### config.mk
export PLATFORM = sky130hd
export DESIGN_NAME = wack_select
export DESIGN_NICKNAME = d
export VERILOG_FILES = /design/src/rtl/wack_pkg.sv /design/src/rtl/wack_window.sv /design/src/rtl/wack_rules.sv /design/src/rtl/wack_select.sv
export SDC_FILE = /design/constraint.sdc
export NUM_CORES = 1
export LEC_CHECK = 0
export ABC_AREA = 1
export ABC_CLOCK_PERIOD_IN_PS = 2050
export BUFFER_PORTS_ARGS = -buffer_cell sky130_fd_sc_hd__buf_2
export CORE_MARGIN = 2
export CORE_UTILIZATION = 35
export CTS_BUF_LIST = sky130_fd_sc_hd__clkbuf_4
export DETAILED_ROUTE_END_ITERATION = 10
export GPL_TIMING_DRIVEN = 1
export PLACE_DENSITY = 0.87
export SLEW_MARGIN = 20
export SYNTH_ARGS = -nofsm -noshare
export SYNTH_HDL_FRONTEND = slang
export SYNTH_HIERARCHICAL = 1
export SYNTH_SLANG_ARGS = --single-unit
### constraint.sdc
create_clock -name clk -period 2.05 [get_ports clk]
set_input_delay 0.1025 -clock clk [delete_from_list [all_inputs] [get_ports clk]]
set_output_delay 0.1025 -clock clk [all_outputs]
set_load 0.01 [all_outputs]
### src/rtl/wack_pkg.sv
`timescale 1ns/1ps
package wack_pkg;
    localparam int ACK_W = 4;

    typedef enum logic [ACK_W-1:0] {
        ACK_NONE     = 4'h0,
        ACK_COMPLETE = 4'h1,
        ACK_PENDING  = 4'h2,
        ACK_BUSY     = 4'h4
    } ack_e;

    typedef enum logic [1:0] {
        WIN_LOW  = 2'd0,
        WIN_POST = 2'd1,
        WIN_GAP  = 2'd2,
        WIN_HIGH = 2'd3
    } win_e;

    typedef struct packed {
        ack_e code;
        logic post;
    } verdict_t;

    typedef enum logic {
        ST_IDLE  = 1'b0,
        ST_ISSUE = 1'b1
    } st_e;
endpackage

### src/rtl/wack_window.sv
`timescale 1ns/1ps
module wack_window
    import wack_pkg::*;
#(
    parameter int              OFS_W   = 48,
    parameter logic [OFS_W-1:0] POST_LO = 48'h0000_FFFF_FFFF,
    parameter logic [OFS_W-1:0] POST_HI = 48'hFFFE_FFFF_FFFF,
    parameter logic [OFS_W-1:0] HIGH_LO = 48'hFFFF_0000_0000
) (
    input  logic [OFS_W-1:0] offset,
    output win_e             window
);
    always_comb begin
        if (offset >= HIGH_LO)
            window = WIN_HIGH;
        else if (offset > POST_HI)
            window = WIN_GAP;
        else if (offset >= POST_LO)
            window = WIN_POST;
        else
            window = WIN_LOW;
    end
endmodule

### src/rtl/wack_rules.sv
`timescale 1ns/1ps
module wack_rules
    import wack_pkg::*;
(
    input  win_e     window,
    input  logic     ext_tcode,
    input  logic     phys,
    input  logic     post_en,
    input  logic     slots_full,
    input  logic     q_busy,
    output verdict_t verdict
);
    always_comb begin
        verdict = '{code: ACK_PENDING, post: 1'b0};
        if (q_busy) begin
            verdict.code = ACK_BUSY;
        end else if (ext_tcode || window == WIN_HIGH) begin
            verdict.code = ACK_PENDING;
        end else if (phys) begin
            if (post_en && !slots_full) begin
                verdict.code = ACK_COMPLETE;
                verdict.post = 1'b1;
            end
        end else if (window == WIN_POST) begin
            if (slots_full) begin
                verdict.code = ACK_BUSY;
            end else begin
                verdict.code = ACK_COMPLETE;
                verdict.post = 1'b1;
            end
        end
    end
endmodule

### src/rtl/wack_select.sv
`timescale 1ns/1ps
module wack_select
    import wack_pkg::*;
#(
    parameter int OFS_W = 48
) (
    input  logic             clk,
    input  logic             rst_n,
    input  logic             req_valid,
    input  logic [OFS_W-1:0] req_offset,
    input  logic             req_ext_tcode,
    input  logic             req_phys,
    input  logic             post_enable,
    input  logic             post_full,
    input  logic             queue_busy,
    output logic             ack_valid,
    output logic [ACK_W-1:0] ack_code,
    output logic             ack_post
);
    localparam logic [OFS_W-1:0] HIGH_LO = {16'hFFFF, {(OFS_W-16){1'b0}}};

    win_e     win;
    verdict_t next_v, held_v;
    st_e      state, state_nx;

    wack_window #(.OFS_W(OFS_W)) u_window (
        .offset (req_offset),
        .window (win)
    );

    wack_rules u_rules (
        .window     (win),
        .ext_tcode  (req_ext_tcode),
        .phys       (req_phys),
        .post_en    (post_enable),
        .slots_full (post_full),
        .q_busy     (queue_busy),
        .verdict    (next_v)
    );

    always_comb begin
        state_nx = state;
        unique case (state)
            ST_IDLE:  if (req_valid) state_nx = ST_ISSUE;
            ST_ISSUE: state_nx = req_valid ? ST_ISSUE : ST_IDLE;
            default:  state_nx = ST_IDLE;
        endcase
    end

    always_ff @(posedge clk) begin
        if (!rst_n) state <= ST_IDLE;
        else        state <= state_nx;
    end

    always_ff @(posedge clk) begin
        if (!rst_n)
            held_v <= '{code: ACK_NONE, post: 1'b0};
        else if (req_valid)
            held_v <= next_v;
        else
            held_v <= '{code: ACK_NONE, post: 1'b0};
    end

    always_comb begin
        ack_valid = 1'b0;
        ack_code  = ACK_NONE;
        ack_post  = 1'b0;
        unique case (state)
            ST_IDLE: ;
            ST_ISSUE: begin
                ack_valid = 1'b1;
                ack_code  = held_v.code;
                ack_post  = held_v.post;
            end
            default: ;
        endcase
    end


    valid_follows_req_chk: assert property (@(posedge clk) disable iff (!rst_n)
        req_valid |=> ack_valid);

    no_spurious_valid_chk: assert property (@(posedge clk) disable iff (!rst_n)
        !req_valid |=> !ack_valid);

    busy_wins_chk: assert property (@(posedge clk) disable iff (!rst_n)
        (req_valid && queue_busy) |=> (ack_code == 4'h4 && !ack_post));

    ext_pending_chk: assert property (@(posedge clk) disable iff (!rst_n)
        (req_valid && !queue_busy && req_ext_tcode) |=> (ack_code == 4'h2));

    high_pending_chk: assert property (@(posedge clk) disable iff (!rst_n)
        (req_valid && !queue_busy && req_offset >= HIGH_LO) |=> (ack_code == 4'h2));

    full_never_posts_chk: assert property (@(posedge clk) disable iff (!rst_n)
        (req_valid && post_full) |=> !ack_post);

    post_means_complete_chk: assert property (@(posedge clk) disable iff (!rst_n)
        ack_post |-> (ack_valid && ack_code == 4'h1));
endmodule

==> results.md, run 1 <==
* Syn nets at 153
* Status: completed
* Total Nets Final at 217
* Row count at 13
* FF+latch count, synth at 6
* Max cap viols at 0
* Starting Density at 38.1%
* Cts bufs inserted at 3
* Minimum clock period at ~0.99 ns
* Crit path largest cell delay at 0.39 ns
* Worst-path cell chain: nand2_1, inv_1, buf_2
* Crit path max fanout at 6
* Post-DR wirelength/cell at 7.39 um
* DPL Wire Length at 1220 um
* GRT Total Usage at 17.7%
* Total die area at ~1800 sq um
* Worst-path clk slew at 0.04 ns
* Die width at around 42 um
* Synthesized area at 508 sq um
* Cells after synthesis at 97
* Tcrit/Tclk final at between 40% and 50%
* Total global routing overflow at 0
* H-tree depth at 1
* Hold Crit Class: primary input to register
* First-pass GRT wire length at between 2000 and 2500 um
* # Post-CTS Setup Buffers at 0
* Mux share of post-synthesis cell area at 0%
* DRT Pass-1 Iters at 4
* TritonCTS clock tree: built
* Fin. Hold Viols at 0
* Clock buffer depth at 2
* Via-per-instance ratio at 4.32
* RSZ-0062 raised after global routing: no
* Worst setup EP type: output port
* Max-slew violations at 0
* Reg area at 120 sq um
* Area Overhead vs Synth at 65.3%
* Placed cell area at 817 sq um
* Crit Path Class: register to output port
* Fin area at 840 sq um
* Slowest cell on crit path: dfxtp_1
* Synthesis Warnings at 6
* Post_cts resized at 0
* TNS Setup at 0 ns
* Worst endpoint required time at about 2.0 ns
* Routability-driven placement congestion ratio at 0.707
* Root Buffer: clkbuf_4
* Io pins at 62
* 1st-iter DRT viols at 5
* PortBufs at 61
* Avg Inst Size Synth at 5.24 sq um
* Leakage at 0.527 nW
* IR drop worst, VDD at 0.165 mV
* Worst EP arrival at between 0.8 and 0.9 ns
* XOR/XNOR Fraction of Synth Area at 0%
* Initial antenna violation count at 0
* Largest family of logic cells by synthesized area: simple AND/OR/NAND/NOR gates
* Largest net degree at the start of global routing at 7
* F_max at 1010 MHz
* Synth Area in Compound Gates at 2.71%
* Adder-cell share of the synthesized area at 0%
* Simple-gate share of the synthesized area at 58.1%
* Core area at 1330 sq um
* Post-synthesis sequential area ratio at 23.6%
* Area of the multi-input gates at 313 sq um
* Vias in the first global route at 721
* Startpoint types: register
* Antenna diodes at 0
* Endpoints failing setup at 0
* Commonest non-fill, non-tap cell in the layout: buf_2
* Fillers at 138
* Total number of vias at 752
* Drt drc at 0
* Routed WL at approximately 1300 um
* Most frequent cells in the layout: buf_2, nand2_1, nor2_1
* CTS Hold Bufs at 0
* Clock sink total at 6
* Unique cell type count in the Yosys netlist at 14
* Power density over cell area at 376 nW/um^2
* Final ANT Viol Nets at 0
* Die height at 42.1 um
* Layout cells sized above 1 at between 40 and 50%
==> stage by stage <==
step / hold slack, ns / util, % / total power [mW] / cells / worst slack [ns]
2_1_floorplan: 0.238 / - / 0.158 / 97 / 0.979
3_3_place_gp: 0.345 / 61.3 / 0.213 / 171 / 0.902
3_5_place_dp: 0.352 / 61.3 / 0.216 / 171 / 0.864
4_1_cts: 0.102 / 62.9 / 0.322 / 174 / 1.04
5_1_grt: 0.120 / 62.9 / 0.346 / 174 / 0.908
6_report: 0.108 / 62.9 / 0.316 / 174 / 1.06
==> path summary, 6_finish.rpt <==
path                 endpoint  startpoint  cells after the start
setup / recovery  ack_code[1]       state                      3
hold / removal          state   req_valid                      3
==> final cells by class <==
| class | instances | share of cell area (%) |
|---|---|---|
| clock buffer | 3 | 2.68 |
| tap | 15 | 2.24 |
| sequential | 6 | 14.3 |
| inverter | 16 | 7.15 |
| multi-input combinational | 73 | 37.3 |
| timing repair buffer | 61 | 36.4 |
==> synthesized netlist by cell type <==
cell type  count  area [sq um]
nand3_2        1          10.0
buf_4          2          15.0
dfxtp_1        6           120
nand3_1        1          5.00
nand2_2        1          6.26
conb_1         1          3.75
nand2_1       32           120
nand4_1        6          37.5
o21ai_2        1          8.76
and2_1         1          6.26
a21oi_1        1          5.00
nor2_1        27           101
inv_1         16          60.1
or2_4          1          8.76
==> layer usage <==
| layer | track usage (%) | routed length [um] | vias to the layer above |
|---|---|---|---|
| met4 | 8.75 | 9 | 0 |
| met2 | 33.4 | 677 | 37 |
| met1 | 16.8 | 461 | 298 |
| li1 | - | - | 415 |
| met5 | 0 | 0 | - |
| met3 | 6.03 | 136 | 2 |
==> power by group <==
part / switching, mW / internal, mW / total [mW]
logic: 0.0380 / 0.0519 / 0.0899
registers: 0.00208 / 0.121 / 0.123
clock network: 0.0367 / 0.0658 / 0.103
==> kinds of logic (layout without fill, tap and decap cells) <==
logic type	after synthesis	count (layout)
and+or+nand+nor	70	70
buffers and inverters	18	80
DFF	6	6
AOI/OAI and AO/OA	2	2
other	1	1
==> critical path: cells and delay by family (launching register included) <==
kind,cells,cell delay [ns]
simple gates,1,0.08
buf+inv,2,0.18
flops,1,0.39
==> registers in the layout, summed over array words and instances, names as in the netlist <==
register / cells
state: 1
held_v: 5
Note: power is estimated with default switching activity, not from simulation.
==> inputs of run 2 (changes only) <==
ABC_AREA = 0   (was 1)
ABC_CLOCK_PERIOD_IN_PS = 900   (was 2050)
CORE_UTILIZATION = 27   (was 35)
PLACE_DENSITY = 0.78   (was 0.87)
clock period = 0.9 ns   (was 2.05 ns; I/O delays follow)
==> run 2 against run 1 <==
The flow now finishes with violations (negative setup slack); wire length up 17%; setup slack worse by 1.4 ns; design area up 11%; critical endpoint is now held_v[1].
==> results.md, run 2 <==
* Status: complete, but fails checks
* Failing checks: negative setup slack
* Layout cells sized above 1 at 71.4%
* Initial antenna violation count at 0
* Clock buffer depth at 2
* Root Buffer: clkbuf_4
* Finished Core Util at 62.5%
* Cts bufs inserted at 3
* Worst-path clk slew at 0.04 ns
* Min Hold Slack at 0.0893 ns
* Post-synth top flop: dfxtp_1
* Io pins at between 60 and 70
* Final ANT Viol Nets at 0
* Antenna diodes at 0
* IR drop worst, VDD at about 0.40 mV
* Slowest cell on crit path: nor4_4
* Area Overhead vs Synth at 118%
* Power Total at 0.756 mW
* M3 GR Usage at under 10%
* Cell taking the most area after synthesis: dfxtp_1
* Fin. Hold Viols at 0
* TritonCTS clock tree: built
* Power density over cell area at 812 nW/um^2
* FF+latch count, synth at 6
* Commonest non-fill, non-tap cell in the layout: buf_2
* Total global routing overflow at 0
* Startpoint types: primary input
* Synthesized area at 428 sq um
* Worst setup EP type: register
* Post-Place Cells at 125
* GRT Total Usage at roughly 16%
* Unique cell type count in the Yosys netlist at 18
* Max cap viols at 0
* First-pass GRT wire length at around 2400 um
* Vias in the first global route at 676
* Cells after synthesis at 50
* Clock sink total at 6
* Top cell type's share of synthesized area at 28.1%
* Endpoints failing setup at 4
* GR met1 Demand/Resource at 14.8%
* 1st-iter DRT viols at 9
* Die width at 43.8 um
* GR Layer Usage met2 at 33.8%
* DRT Pass-1 Iters at 4
* Synth cell count leaders: nand4_1, dfxtp_1, and2_1, and3_1, nor4_2
* Die height at 43.8 um
* Largest reg by FF count: held_v
* Post-DR wirelength/cell at 11.7 um
* RSZ-0062 raised after global routing: yes
* Core area at ~1500 sq um
* Worst EP arrival at 1.36 ns
* Ys async rst share at 0%
* Drt drc at 0
* Worst-path cell chain: buf_6, nor4_4, nand4_1, a21o_1, a21oi_2, nand2_2, a2111oi_4, and3_1
* Minimum clock period at 1.19 ns
* Starting Density at 28.7%
* Total number of vias at 651
* Post-synthesis sequential area ratio at between 20% and 30%
* Top Registers: held_v: 5 flops, state: 1 flops
* Syn nets at 106
* Routability-driven placement congestion ratio at 0.749
* Crit Path Class: primary input to register
* Busiest layer in global routing: met2
* H-tree depth at 1
* Fin area at 931 sq um
* Avg Inst Size Synth at 8.56 sq um
* Largest net degree at the start of global routing at 7
* Leakage at 0.448 nW
* Post-Layout Cell Count at about 130
* Tcrit/Tclk final at 132%
* Synthesis Warnings at 6
* Total Nets Final at 170
* Post-synth EDFFs at 0
* Crit path largest cell delay at 0.25 ns
* Total die area at 1920 sq um
* Worst endpoint required time at 1.08 ns
* Largest register FFs at 5
* Most frequent cell after synthesis: nand4_1
* PortBufs at 61
* F_max at roughly 840 MHz
* Crit path max fanout at 3
* Placed cell area at roughly 760 sq um
* Hold Crit Class: primary input to register
* Largest cells by area after synthesis: dfxtp_1, nand4_1, nor4_2, and2_1, and3_1
* Row count at 14
* Max-slew violations at 0
* Routed WL at 1500 um
* Via-per-instance ratio at 5.09
* Post-route setup slack at -0.288 ns
* Most frequent cells in the layout: buf_2, nand4_1, buf_6
[run 2: cell types whose count changed in the layout (fill, tap and decap cells not counted), sizes merged]
cell / delta
inv: -15
a21o: +2
and2: +5
and3: +5
nand4: +7
nand2: -32
nand3: -2
a2111oi: +1
a31oi: +1
nor2: -27
nor4b: +1
nor4: +7
[run 2: layer usage]
metal | up-vias | share of wire, %
met5 | - | 0
met4 | 0 | 0.80
met3 | 2 | 9.7
met2 | 33 | 57
met1 | 289 | 32
li1 | 327 | -
[run 2: worst max-delay path, delay by kind of cell]
| family | cells | cell delay [ns] |
|---|---|---|
| AOI/OAI and AO/OA | 3 | 0.57 |
| and+or+nand+nor | 4 | 0.64 |
| buffers and inverters | 1 | 0.10 |
[run 2: what timing repair did]
action | in CTS | in global routing
setup buffers | 0 | 0
resized for setup | 12 | 16
endpoints found under the setup margin | 8 | 8
hold buffers | 0 | 0
pin swaps | 3 | 5
[run 2: logic make-up after synthesis]
logic type,synth area share [%]
other,0.876
flip-flops,28.1
buffers and inverters,4.38
AO/OA/AOI/OAI,10.8
AND/OR/NAND/NOR,55.9
[run 2: power by group]
part	switching, mW	internal, mW	total [mW]	leakage (nW)
Combinational	0.0989	0.145	0.243	0.385
Sequential	0.00463	0.275	0.279	0.0497
Clock	0.0832	0.150	0.233	0.0138
Total	0.187	0.569	0.756	0.448
[run 2: worst paths after layout]
path | startpoint | to | slack (ns) | cells past startpoint
hold / removal | req_valid | state | 0.09 | 2
setup / recovery | req_offset[43] | held_v[1] | -0.29 | 8
[run 2: stage by stage]
| step | setup WS (ns) | TNS (ns) |
|---|---|---|
| finish | -0.288 | -0.776 |
| global route | -0.427 | -1.20 |
| CTS | -0.331 | -0.816 |
| detailed placement | -0.613 | -1.96 |
| global placement | -0.526 | -1.72 |
| floorplan | -0.436 | -1.08 |
[run 2: cell type report]
cell class	instances	area (sq um)
multi-input combinational	41	377
sequential	6	124
tap	16	20.0
timing repair buffer	61	384
clock buffer	3	22.5
fill	130	558
inverter	1	3.75
